## config.mk

```make
export PLATFORM = sky130hd
export DESIGN_NAME = irq_reg_frontend
export DESIGN_NICKNAME = d
export VERILOG_FILES = /design/src/rtl/irqfe_pkg.sv /design/src/rtl/irqfe_decode.sv /design/src/rtl/irqfe_global_regs.sv /design/src/rtl/irqfe_read_path.sv /design/src/rtl/irq_reg_frontend.sv
export SDC_FILE = /design/constraint.sdc
export NUM_CORES = 1
export LEC_CHECK = 0
export ABC_AREA = 1
export CELL_PAD_IN_SITES_DETAIL_PLACEMENT = 1
export CELL_PAD_IN_SITES_GLOBAL_PLACEMENT = 1
export CORE_MARGIN = 5
export CORE_UTILIZATION = 48
export CTS_BUF_LIST = sky130_fd_sc_hd__clkbuf_8
export DETAILED_ROUTE_END_ITERATION = 12
export DONT_BUFFER_PORTS = 1
export PLACE_DENSITY_LB_ADDON = 0.1
export SYNTH_ARGS = -nofsm -noshare
export SYNTH_HDL_FRONTEND = slang
export SYNTH_SLANG_ARGS = --single-unit
```

## constraint.sdc

```tcl
create_clock -name clk -period 5.3 [get_ports clk]
set_input_delay 1.06 -clock clk [delete_from_list [all_inputs] [get_ports clk]]
set_output_delay 1.06 -clock clk [all_outputs]
set_load 0.005 [all_outputs]
```

## src/rtl/irqfe_pkg.sv

```systemverilog
package irqfe_pkg;
  localparam int ADDR_W = 18;
  localparam logic [ADDR_W-1:0] TMR_BASE = 18'h01100;
  localparam logic [ADDR_W-1:0] SRC_BASE = 18'h10000;
  localparam logic [ADDR_W-1:0] CPU_BASE = 18'h20000;
  localparam logic [31:0] ALL_ONES = 32'hFFFF_FFFF;

  // Target of one decoded word access
  typedef enum logic [2:0] {
    TG_NONE,
    TG_GCFG,
    TG_PINIT,
    TG_SPUR,
    TG_TFREQ,
    TG_ARR,
    TG_TCNT,
    TG_CPU
  } tgt_e;
endpackage

```

## src/rtl/irqfe_decode.sv

```systemverilog
module irqfe_decode
  import irqfe_pkg::*;
#(
  parameter int N_SRC = 16,
  parameter int N_TMR = 4,
  parameter int N_IPI = 4,
  parameter int IDX_W = 5,
  parameter int TMR_W = 2
) (
  input  logic [ADDR_W-1:0] addr,
  output tgt_e              tgt,
  output logic [IDX_W-1:0]  idx,
  output logic              sel,
  output logic [TMR_W-1:0]  t_idx,
  output logic              t_sel
);
  logic [15:0] t_off;
  logic [9:0]  t_num;
  logic [10:0] s_num;
  logic [3:0]  g_slot;
  logic [3:0]  ipi_k;

  assign t_off  = addr[15:0] - TMR_BASE[15:0];
  assign t_num  = t_off[15:6];
  assign s_num  = addr[15:5];
  assign g_slot = addr[7:4];
  assign ipi_k  = g_slot - 4'hA;

  logic unused_off;
  assign unused_off = ^t_off[3:0];

  always_comb begin
    tgt   = TG_NONE;
    idx   = '0;
    sel   = 1'b0;
    t_idx = '0;
    t_sel = 1'b0;
    if (addr[3:0] == 4'h0) begin
      if (addr < TMR_BASE) begin
        case (g_slot)
          4'h2: tgt = TG_GCFG;
          4'h9: tgt = TG_PINIT;
          4'hE: tgt = TG_SPUR;
          4'hF: tgt = TG_TFREQ;
          4'hA, 4'hB, 4'hC, 4'hD: begin
            if (int'(ipi_k) < N_IPI) begin
              tgt = TG_ARR;
              idx = IDX_W'(N_SRC + N_TMR) + IDX_W'(ipi_k);
            end
          end
          default: tgt = TG_NONE;
        endcase
      end else if (addr < SRC_BASE) begin
        if (int'(t_num) < N_TMR) begin
          t_idx = TMR_W'(t_num);
          case (t_off[5:4])
            2'd0: tgt = TG_TCNT;
            2'd1: begin tgt = TG_TCNT; t_sel = 1'b1; end
            2'd2: begin tgt = TG_ARR; idx = IDX_W'(N_SRC) + IDX_W'(t_num); end
            default: begin
              tgt = TG_ARR;
              idx = IDX_W'(N_SRC) + IDX_W'(t_num);
              sel = 1'b1;
            end
          endcase
        end
      end else if (addr < CPU_BASE) begin
        if (int'(s_num) < N_SRC) begin
          tgt = TG_ARR;
          idx = IDX_W'(s_num);
          sel = addr[4];
        end
      end else begin
        tgt = TG_CPU;
      end
    end
  end
endmodule

```

## src/rtl/irqfe_global_regs.sv

```systemverilog
module irqfe_global_regs
  import irqfe_pkg::*;
(
  input  logic        clk,
  input  logic        rst,
  input  logic        wr,
  input  tgt_e        tgt,
  input  logic [31:0] wdata,
  output logic [30:0] cfg,
  output logic [7:0]  spur,
  output logic [31:0] tfreq,
  output logic        ctl_pulse,
  output logic        cpu_pulse
);
  always_ff @(posedge clk) begin
    if (rst) begin
      cfg       <= '0;
      spur      <= '0;
      tfreq     <= '0;
      ctl_pulse <= 1'b0;
      cpu_pulse <= 1'b0;
    end else begin
      ctl_pulse <= wr && (tgt == TG_GCFG) && wdata[31];
      cpu_pulse <= wr && (tgt == TG_PINIT) && wdata[0];
      // soft clear first, so a write in the same cycle wins
      if (ctl_pulse) begin
        spur  <= '0;
        tfreq <= '0;
      end
      if (wr) begin
        case (tgt)
          TG_GCFG:  cfg   <= wdata[30:0];
          TG_SPUR:  spur  <= wdata[7:0];
          TG_TFREQ: tfreq <= wdata;
          default:  ;
        endcase
      end
    end
  end
endmodule

```

## src/rtl/irqfe_read_path.sv

```systemverilog
module irqfe_read_path
  import irqfe_pkg::*;
(
  input  logic        clk,
  input  logic        rst,
  input  logic        rd,
  input  tgt_e        tgt,
  input  logic [30:0] cfg,
  input  logic [7:0]  spur,
  input  logic [31:0] tfreq,
  input  logic [31:0] arr_rdata,
  input  logic [31:0] tmr_rdata,
  input  logic [31:0] cpu_rdata,
  output logic [31:0] rdata,
  output logic        rvalid
);
  logic [31:0] mux;

  always_comb begin
    case (tgt)
      TG_GCFG:  mux = {1'b0, cfg};
      TG_PINIT: mux = '0;
      TG_SPUR:  mux = {24'h0, spur};
      TG_TFREQ: mux = tfreq;
      TG_ARR:   mux = arr_rdata;
      TG_TCNT:  mux = tmr_rdata;
      TG_CPU:   mux = cpu_rdata;
      default:  mux = ALL_ONES;
    endcase
  end

  always_ff @(posedge clk) begin
    if (rst) begin
      rdata  <= '0;
      rvalid <= 1'b0;
    end else begin
      rvalid <= rd;
      if (rd) rdata <= mux;
    end
  end
endmodule

```

## src/rtl/irq_reg_frontend.sv

```systemverilog
module irq_reg_frontend
  import irqfe_pkg::*;
#(
  parameter int N_SRC = 16,
  parameter int N_TMR = 4,
  parameter int N_IPI = 4,
  localparam int IDX_W = $clog2(N_SRC + N_TMR + N_IPI),
  localparam int TMR_W = (N_TMR > 1) ? $clog2(N_TMR) : 1
) (
  input  logic              clk,
  input  logic              rst,
  input  logic              bus_wr,
  input  logic              bus_rd,
  input  logic [17:0]       bus_addr,
  input  logic [31:0]       bus_wdata,
  output logic [31:0]       rd_data,
  output logic              rd_valid,
  output logic              arr_wr,
  output logic              arr_rd,
  output logic [IDX_W-1:0]  arr_idx,
  output logic              arr_sel,
  input  logic [31:0]       arr_rdata,
  output logic              tmr_wr,
  output logic              tmr_rd,
  output logic [TMR_W-1:0]  tmr_idx,
  output logic              tmr_sel,
  input  logic [31:0]       tmr_rdata,
  output logic              cpu_wr,
  output logic              cpu_rd,
  output logic [16:0]       cpu_off,
  input  logic [31:0]       cpu_rdata,
  output logic [30:0]       glb_cfg,
  output logic [7:0]        spur_vec,
  output logic [31:0]       tmr_freq,
  output logic              ctl_reset,
  output logic              cpu_reset
);
  tgt_e tgt;

  irqfe_decode #(
    .N_SRC(N_SRC), .N_TMR(N_TMR), .N_IPI(N_IPI), .IDX_W(IDX_W), .TMR_W(TMR_W)
  ) u_dec (
    .addr  (bus_addr),
    .tgt   (tgt),
    .idx   (arr_idx),
    .sel   (arr_sel),
    .t_idx (tmr_idx),
    .t_sel (tmr_sel)
  );

  assign arr_wr  = bus_wr && (tgt == TG_ARR);
  assign arr_rd  = bus_rd && (tgt == TG_ARR);
  assign tmr_wr  = bus_wr && (tgt == TG_TCNT) && tmr_sel;
  assign tmr_rd  = bus_rd && (tgt == TG_TCNT);
  assign cpu_wr  = bus_wr && (tgt == TG_CPU);
  assign cpu_rd  = bus_rd && (tgt == TG_CPU);
  assign cpu_off = bus_addr[16:0];

  irqfe_global_regs u_glb (
    .clk       (clk),
    .rst       (rst),
    .wr        (bus_wr),
    .tgt       (tgt),
    .wdata     (bus_wdata),
    .cfg       (glb_cfg),
    .spur      (spur_vec),
    .tfreq     (tmr_freq),
    .ctl_pulse (ctl_reset),
    .cpu_pulse (cpu_reset)
  );

  irqfe_read_path u_rd (
    .clk       (clk),
    .rst       (rst),
    .rd        (bus_rd),
    .tgt       (tgt),
    .cfg       (glb_cfg),
    .spur      (spur_vec),
    .tfreq     (tmr_freq),
    .arr_rdata (arr_rdata),
    .tmr_rdata (tmr_rdata),
    .cpu_rdata (cpu_rdata),
    .rdata     (rd_data),
    .rvalid    (rd_valid)
  );
endmodule

```

==> qor.yml, run 1 <==
outcome:
  status: "finished clean"
setup_path:
  critical_path_arrival_ns: 3.32
  crit_path_max_fanout: 28
  critical_path_class: "input port to output port"
  crit_path_end_kind: "output port"
  r2r_start: "u_glb.ctl_pulse$_SDFF_PP0_"
  r2r_end: "u_glb.spur[6]$_SDFF_PP0_"
  worstPathRequired_ns: 4.24
  r2r_slack_ns: 4.18
  reg2reg_depth: 4
  cp-start-kind: "input port"
sta:
  hold_viol: 0
  fmax_mhz: 228.4
  slew_viol_final: 0
  maxSlewHeadroom_pct: 47.06
  period_minus_slack_ns: 4.378
  whs_ns: 0.5596
  rsz0062_at_grt: "no"
  worstMarginPinSlew_ns: 0.7898
  finClkSkew_ns: 0.01858
  tns_ns: 0
  setup_viol: 0
  fin_crit_sh_pct: 82.60
route:
  routed_wl_mm: 24.44
  drt_pre_antenna_iters: 5
  wl_per_cell_um: 23.62
  via_per_inst: 6.317
  drc: 0
  drt_iter0_drc: 483
  vias: 6538
  ant_nets: 0
yosys:
  yosys_most_used_dff: "dfxtp_1"
  syn_area_um2: 6121
  synth_cell_types: 35
  synth.avg_cell_area_um2: 6.624
  async_flop_share_pct: 0
  synth_seq_cells: 106
  synth_edf_count: 0
  synthCells: 924
  synth_fp_nets: 1080
  ys_warn_count: 0
  seq_area_frac_synth_pct: 34.67
clocking:
  postCtsSetupBuffers: 0
  cts_num_sinks: 106
  holdBufCountCts: 0
  path_clk_slew_ns: 0.10
  ctsRootBufferMaster: "clkbuf_8"
  ctsResizeCount: 0
  cts_buffers: 9
  cts_tree: "built"
  clockBufferDepth: 2
  cts_max_level: 3
  clock_latency_ns: 0.39
finish:
  drive_above_1_share_pct: 6.257
  nFillCells: 1694
  final-seq-area_um2: 2122
  multi_input_area_um2: 3369
  area.growth.synth_to_final_pct: 1.206
  nets: 1015
  diodes: 0
worst_hold_path:
  hold_class: "flip-flop to flip-flop"
  min_path_cells: 2
  hold_start: "u_glb.spur[4]$_SDFF_PP0_"
  min_to: "u_glb.spur[4]$_SDFF_PP0_"
global_route:
  grt_pass1_wl_mm: 37.14
  grt_pass1_vias: 6585
  grt_max_degree: 56
  antenna_found_initial: 0
  grt_overflow: 0
  track_usage_pct: 31.62
power_and_ir_drop:
  power_per_cell_area_nw_per_um2: 250.1
  p_leak_nw: 2.633
  irDropWorstVdd_mv: 0.2580
placement:
  io_buffers: 0
  hpwlAfterDp_mm: 17.56
  gp_congestion: 0.8802
floorplan:
  pin_count: 288
  die_area_um2: 15110
  initial_utilization_pct: 48.70
  die_h_um: 122.9
  die_w_um: 122.9
  rows: 41
  core_region_area_um2: 12570
flow_run:
  drv_cap: 0
-- sequential cells by signal, indices dropped and copies added, names as in the netlist --
register and count:
u_rd.rdata 32, u_glb.spur 8, u_glb.cpu_pulse 1, u_glb.cfg 31
u_glb.ctl_pulse 1, u_glb.tfreq 32, u_rd.rvalid 1
-- stage by stage --
step | utilization [%] | power, mW | cells | setup WS (ns) | cell area (um2)
global placement | 47.58 | 0.9922 | 1020 | 1.021 | 5979
floorplan | - | 0.9721 | 924 | 1.407 | 6121
global route | 49.29 | 1.617 | 1035 | 0.6572 | 6195
finish | 49.29 | 1.550 | 1035 | 0.9224 | 6195
CTS | 49.29 | 1.559 | 1035 | 0.9004 | 6195
detailed placement | 47.58 | 1.000 | 1020 | 0.8954 | 5979
-- report_power, final --
group	leakage, nW	internal (mW)	switching [mW]
combinational	1.65	0.0367	0.0909
sequential	0.866	0.826	0.0301
clock	0.114	0.276	0.290
-- synth_stat cells (5+ instances only) --
master	count	area [um2]
nand3_1	51	255.2
o21ai_0	89	445.4
clkbuf_1	27	101.4
nand4_1	105	656.9
inv_1	39	146.4
nor2_1	174	653.1
ha_1	6	75.07
a21oi_1	97	485.5
nor3_1	5	25.02
dfxtp_1	106	2122
buf_4	23	172.7
o21ai_1	17	85.08
nand2_1	113	424.2
buf_2	32	160.2
-- critical path: stages --
cell and delay (ns):
inv_1 0.11, ha_1 0.22, nand3_1 0.12, nand2_1 0.11, nand3_2 0.29, nand2_2 0.20
nand2_2 0.12, a21oi_2 0.20, inv_1 0.10, nand2_4 0.31, nand2_1 0.17, nor3_1 0.27
-- cells in the final DEF, fill, tap and decap left out --
| master | netlist | routed |
|---|---|---|
| clkbuf_8 | 0 | 10 |
| a21oi_1 | 97 | 96 |
| nor3_2 | 1 | 1 |
| o311ai_1 | 1 | 1 |
| o21ai_1 | 17 | 17 |
| nor2_2 | 4 | 4 |
| nand3_2 | 2 | 1 |
| nor2_4 | 1 | 1 |
| ha_1 | 6 | 6 |
| nor3_1 | 5 | 5 |
| clkinv_1 | 1 | 1 |
| nand2_4 | 2 | 2 |
| inv_4 | 1 | 1 |
| o211ai_1 | 1 | 1 |
| nand3_1 | 51 | 51 |
| dfxtp_1 | 106 | 106 |
| nand2_2 | 4 | 4 |
| xor2_1 | 1 | 1 |
| inv_1 | 39 | 39 |
| o32ai_1 | 1 | 1 |
| o21ai_0 | 89 | 89 |
| nor2_1 | 174 | 174 |
| clkinv_2 | 0 | 1 |
| inv_2 | 3 | 4 |
| buf_4 | 23 | 14 |
| a21oi_2 | 3 | 2 |
| nand3_4 | 1 | 2 |
| a31oi_1 | 3 | 3 |
| nand2_1 | 113 | 113 |
| bufinv_16 | 0 | 2 |
| inv_6 | 0 | 1 |
| nand4_1 | 105 | 105 |
| a21oi_4 | 1 | 3 |
| o221a_2 | 1 | 1 |
-- how the worst max path moves through the flow --
| stage | cells after the start | endpoint | slack (ns) | startpoint |
|---|---|---|---|---|
| 2_1_floorplan | 13 | tmr_rd | 1.41 | bus_addr[5] |
| 3_3_place_gp | 12 | tmr_rd | 1.02 | bus_addr[8] |
| 3_5_place_dp | 16 | u_glb.tfreq[19]$_SDFF_PP0_ | 0.90 | bus_addr[8] |
| 4_1_cts | 12 | tmr_rd | 0.90 | bus_addr[8] |
| 5_1_grt | 12 | tmr_rd | 0.66 | bus_addr[8] |
| 6_report | 12 | tmr_rd | 0.92 | bus_addr[8] |
-- logic make-up after synthesis --
family	count (synthesis)	share of synthesized area [%]
AND/OR/NAND/NOR	463	35.06
buffers and inverters	134	10.71
adder cells (fa/ha/maj)	6	1.226
flip-flops	106	34.67
AO/OA/AOI/OAI	214	18.19
XOR/XNOR	1	0.1431
-- area by class of cell --
class	count	area share, %
flip-flops and latches	106	34.26
multi-input cells	684	54.39
inverters	44	2.707
well taps	172	3.474
clock inverters	5	1.252
repair buffers	14	1.697
clock buffers	10	2.222
-- layer usage --
metal  vias to the layer above  GRT usage [%]  part of all wire [%]
met5                         -              0                     0
met4                         0          11.13                   2.6
met3                        43          10.20                    10
met2                       312          53.26                    48
met1                      3145          37.86                    39
li1                       3038              -                     -
No activity file was read; power rests on OpenSTA's default activity.
==> inputs of run 2 (changes only) <==
- CORE_UTILIZATION: 48 -> 40
- clock period: 5.3 -> 3.8 ns (I/O delays scaled with it)
==> run 2 against run 1 <==
Sequential power grew 39%; combinational power grew 44%; first-iteration DRC count grew 7.2%; utilization shrank 7.4 points; sequential share of layout area shrank 0.70 points; count of clock-buffer cells in the layout is the same; cell count grew 2.9%; largest cell class unchanged; worst hold slack lost 0.14 ns; clock power grew 40%.
==> qor.yml, run 2 (synthesis gave the netlist of run 1 again) <==
outcome:
  status: "finished clean"  # unchanged
floorplan:
  die_h_um: 133.7  # was 122.9 um
  die_area_um2: 17880  # was 15110 um2
  rows: 45  # was 41
  initial_utilization_pct: 40.56  # was 48.70%
  core_region_area_um2: 15090  # was 12570 um2
  pin_count: 288  # unchanged
  die_w_um: 133.7  # was 122.9 um
route:
  ant_nets: 0  # unchanged
  drt_iter0_drc: 518  # was 483
  routed_wl_mm: 25.43  # was 24.44 mm
  wl_per_cell_um: 23.88  # was 23.62 um
  drt_pre_antenna_iters: 5  # unchanged
  via_per_inst: 6.145  # was 6.317
  drc: 0  # unchanged
  vias: 6544  # was 6538
setup_path:
  r2r_slack_ns: 2.69  # was 4.18 ns
  worstPathRequired_ns: 3.04  # was 4.24 ns
  cp_cell_sequence: "inv_1 -> ha_1 -> nand3_1 -> nand2_1 -> nand3_2 -> buf_4 -> inv_1 -> o311ai_1 -> nand2_1 -> a21oi_4 -> nand2_1 -> nor3_1"  # was inv_1 -> ha_1 -> nand3_1 -> nand2_1 -> nand3_2 -> nand2_2 -> nand2_2 -> a21oi_2 -> inv_1 -> nand2_4 -> nand2_1 -> nor3_1
  crit_slowest_cell: "o311ai_1"  # was nand2_4
  max_stage_delay_ns: 0.28  # was 0.31 ns
  r2r_end: "u_glb.tfreq[30]$_SDFF_PP0_"  # was u_glb.spur[6]$_SDFF_PP0_
  crit_path_end_kind: "output port"  # unchanged
  worstSetupStartpoint: "bus_addr[8]"  # unchanged
  crit_path_max_fanout: 8  # was 28
  crit_top_cell: "nand2_1"
  critical_path_class: "input port to output port"  # unchanged
  r2r_start: "u_glb.ctl_pulse$_SDFF_PP0_"  # unchanged
  cp-start-kind: "input port"  # unchanged
  reg2reg_depth: 4  # unchanged
  critical_path_arrival_ns: 2.78  # was 3.32 ns
finish:
  utilization_pct: 41.92  # was 49.29%
  stdcell_count: 1065  # was 1035
  most-common-layout-cells: "nor2_1, nand2_1, dfxtp_1"  # unchanged
  diodes: 0  # unchanged
  reg_top3: "u_glb.tfreq: 32 flops, u_rd.rdata: 32 flops, u_glb.cfg: 31 flops"  # unchanged
  final_cell_area_um2: 6325  # was 6195 um2
  final_common_cell: "nor2_1"  # unchanged
  drive_above_1_share_pct: 7.868  # was 6.257%
  nets: 1029  # was 1015
  area.growth.synth_to_final_pct: 3.332  # was 1.206%
clocking:
  path_clk_slew_ns: 0.10  # about the same
  cts_num_sinks: 106  # unchanged
  cts_buffers: 9  # unchanged
  clockBufferDepth: 2  # unchanged
  ctsRootBufferMaster: "clkbuf_8"  # unchanged
  cts_max_level: 3  # unchanged
  cts_tree: "built"  # unchanged
  clock_latency_ns: 0.39  # about the same
  holdBufCountCts: 0  # unchanged
sta:
  fin_crit_sh_pct: 93.13
  slew_viol_final: 0  # unchanged
  whs_ns: 0.4200  # was 0.5596 ns
  fmax_mhz: 282.6
  worstMarginPinSlew_ns: 1.093  # was 0.7898 ns
  rsz0062_at_grt: "no"  # unchanged
  maxSlewHeadroom_pct: 26.02  # was 47.06%
  period_minus_slack_ns: 3.539
  tns_ns: 0  # unchanged
  finClkSkew_ns: 0.009055  # was 0.01858 ns
  setup_ws_ns: 0.2611  # was 0.9224 ns
  hold_viol: 0  # unchanged
  setup_viol: 0  # unchanged
placement:
  placed_cells: 1045  # was 1020
  hpwlAfterDp_mm: 18.43  # was 17.56 mm
  gp_congestion: 0.8811  # was 0.8802
  post_dp_cell_area_um2: 6067  # was 5979 um2
  io_buffers: 0  # unchanged
  place_ws_ns: 0.07090  # was 0.8954 ns
worst_hold_path:
  min_path_cells: 1  # was 2
  hold_class: "input port to flip-flop"  # was flip-flop to flip-flop
  min_to: "u_glb.ctl_pulse$_SDFF_PP0_"  # was u_glb.spur[4]$_SDFF_PP0_
  hold_start: "rst"  # was u_glb.spur[4]$_SDFF_PP0_
power_and_ir_drop:
  p_leak_nw: 2.692  # was 2.633 nW
  irDropWorstVdd_mv: 0.1504  # was 0.2580 mV
  p_total_mw: 2.171  # was 1.550 mW
  power_per_cell_area_nw_per_um2: 343.3  # was 250.1 nW/um2
global_route:
  grt_max_degree: 62  # was 56
  grt_pass1_vias: 6566  # was 6585
  grt_overflow: 0  # unchanged
  track_usage_pct: 27.00  # was 31.62%
  antenna_found_initial: 0  # unchanged
  grt_pass1_wl_mm: 38.23  # was 37.14 mm
flow_run:
  drv_cap: 0  # unchanged
## run 2: cell types whose count changed in the layout (fill, tap and decap cells not counted)
cell,before,now
buf_4,14,27
nand2_1,113,112
nand2_2,4,5
nand3_2,1,2
## run 2: power breakdown
| group | total, mW | switching, mW | internal, mW |
|---|---|---|---|
| sequential | 1.19 | 0.0412 | 1.15 |
| combinational | 0.184 | 0.129 | 0.0551 |
| clock | 0.794 | 0.409 | 0.385 |
| total | 2.17 | 0.579 | 1.59 |
## run 2: worst max-delay path by stage
stage / endpoint / cells past startpoint
floorplan: tmr_rd / 13
global placement: u_glb.spur[3]$_SDFF_PP0_ / 17
detailed placement: u_glb.spur[7]$_SDFF_PP0_ / 17
CTS: cpu_rd / 14
global route: u_glb.tfreq[3]$_SDFF_PP0_ / 16
finish: tmr_rd / 12
## run 2: area by class of cell
class,count,area (um2)
Tap cell,188,235.2
Clock buffer,10,137.6
Multi-Input combinational cell,685,3382
Inverter,44,167.7
Sequential cell,106,2122
Fill cell,1970,8765
Clock inverter,5,77.57
Timing Repair Buffer,27,202.7
## run 2: worst max-delay path, delay by kind of cell
family	cells	cell delay [ns]
AO/OA/AOI/OAI	2	0.50
adder cells (fa/ha/maj)	1	0.24
buffers and inverters	3	0.31
AND/OR/NAND/NOR	6	0.96
## run 2: routing by layer
layer  share of wire (%)  global-route usage (%)
met5                   0                       0
met1                  41                   33.66
met4                 1.9                   8.571
met2                  47                   43.85
met3                 9.7                   9.328
## run 2: repair_timing
action,CTS,global route
setup buffers,0,4
gates resized for setup,0,1
setup endpoints to repair,0,1
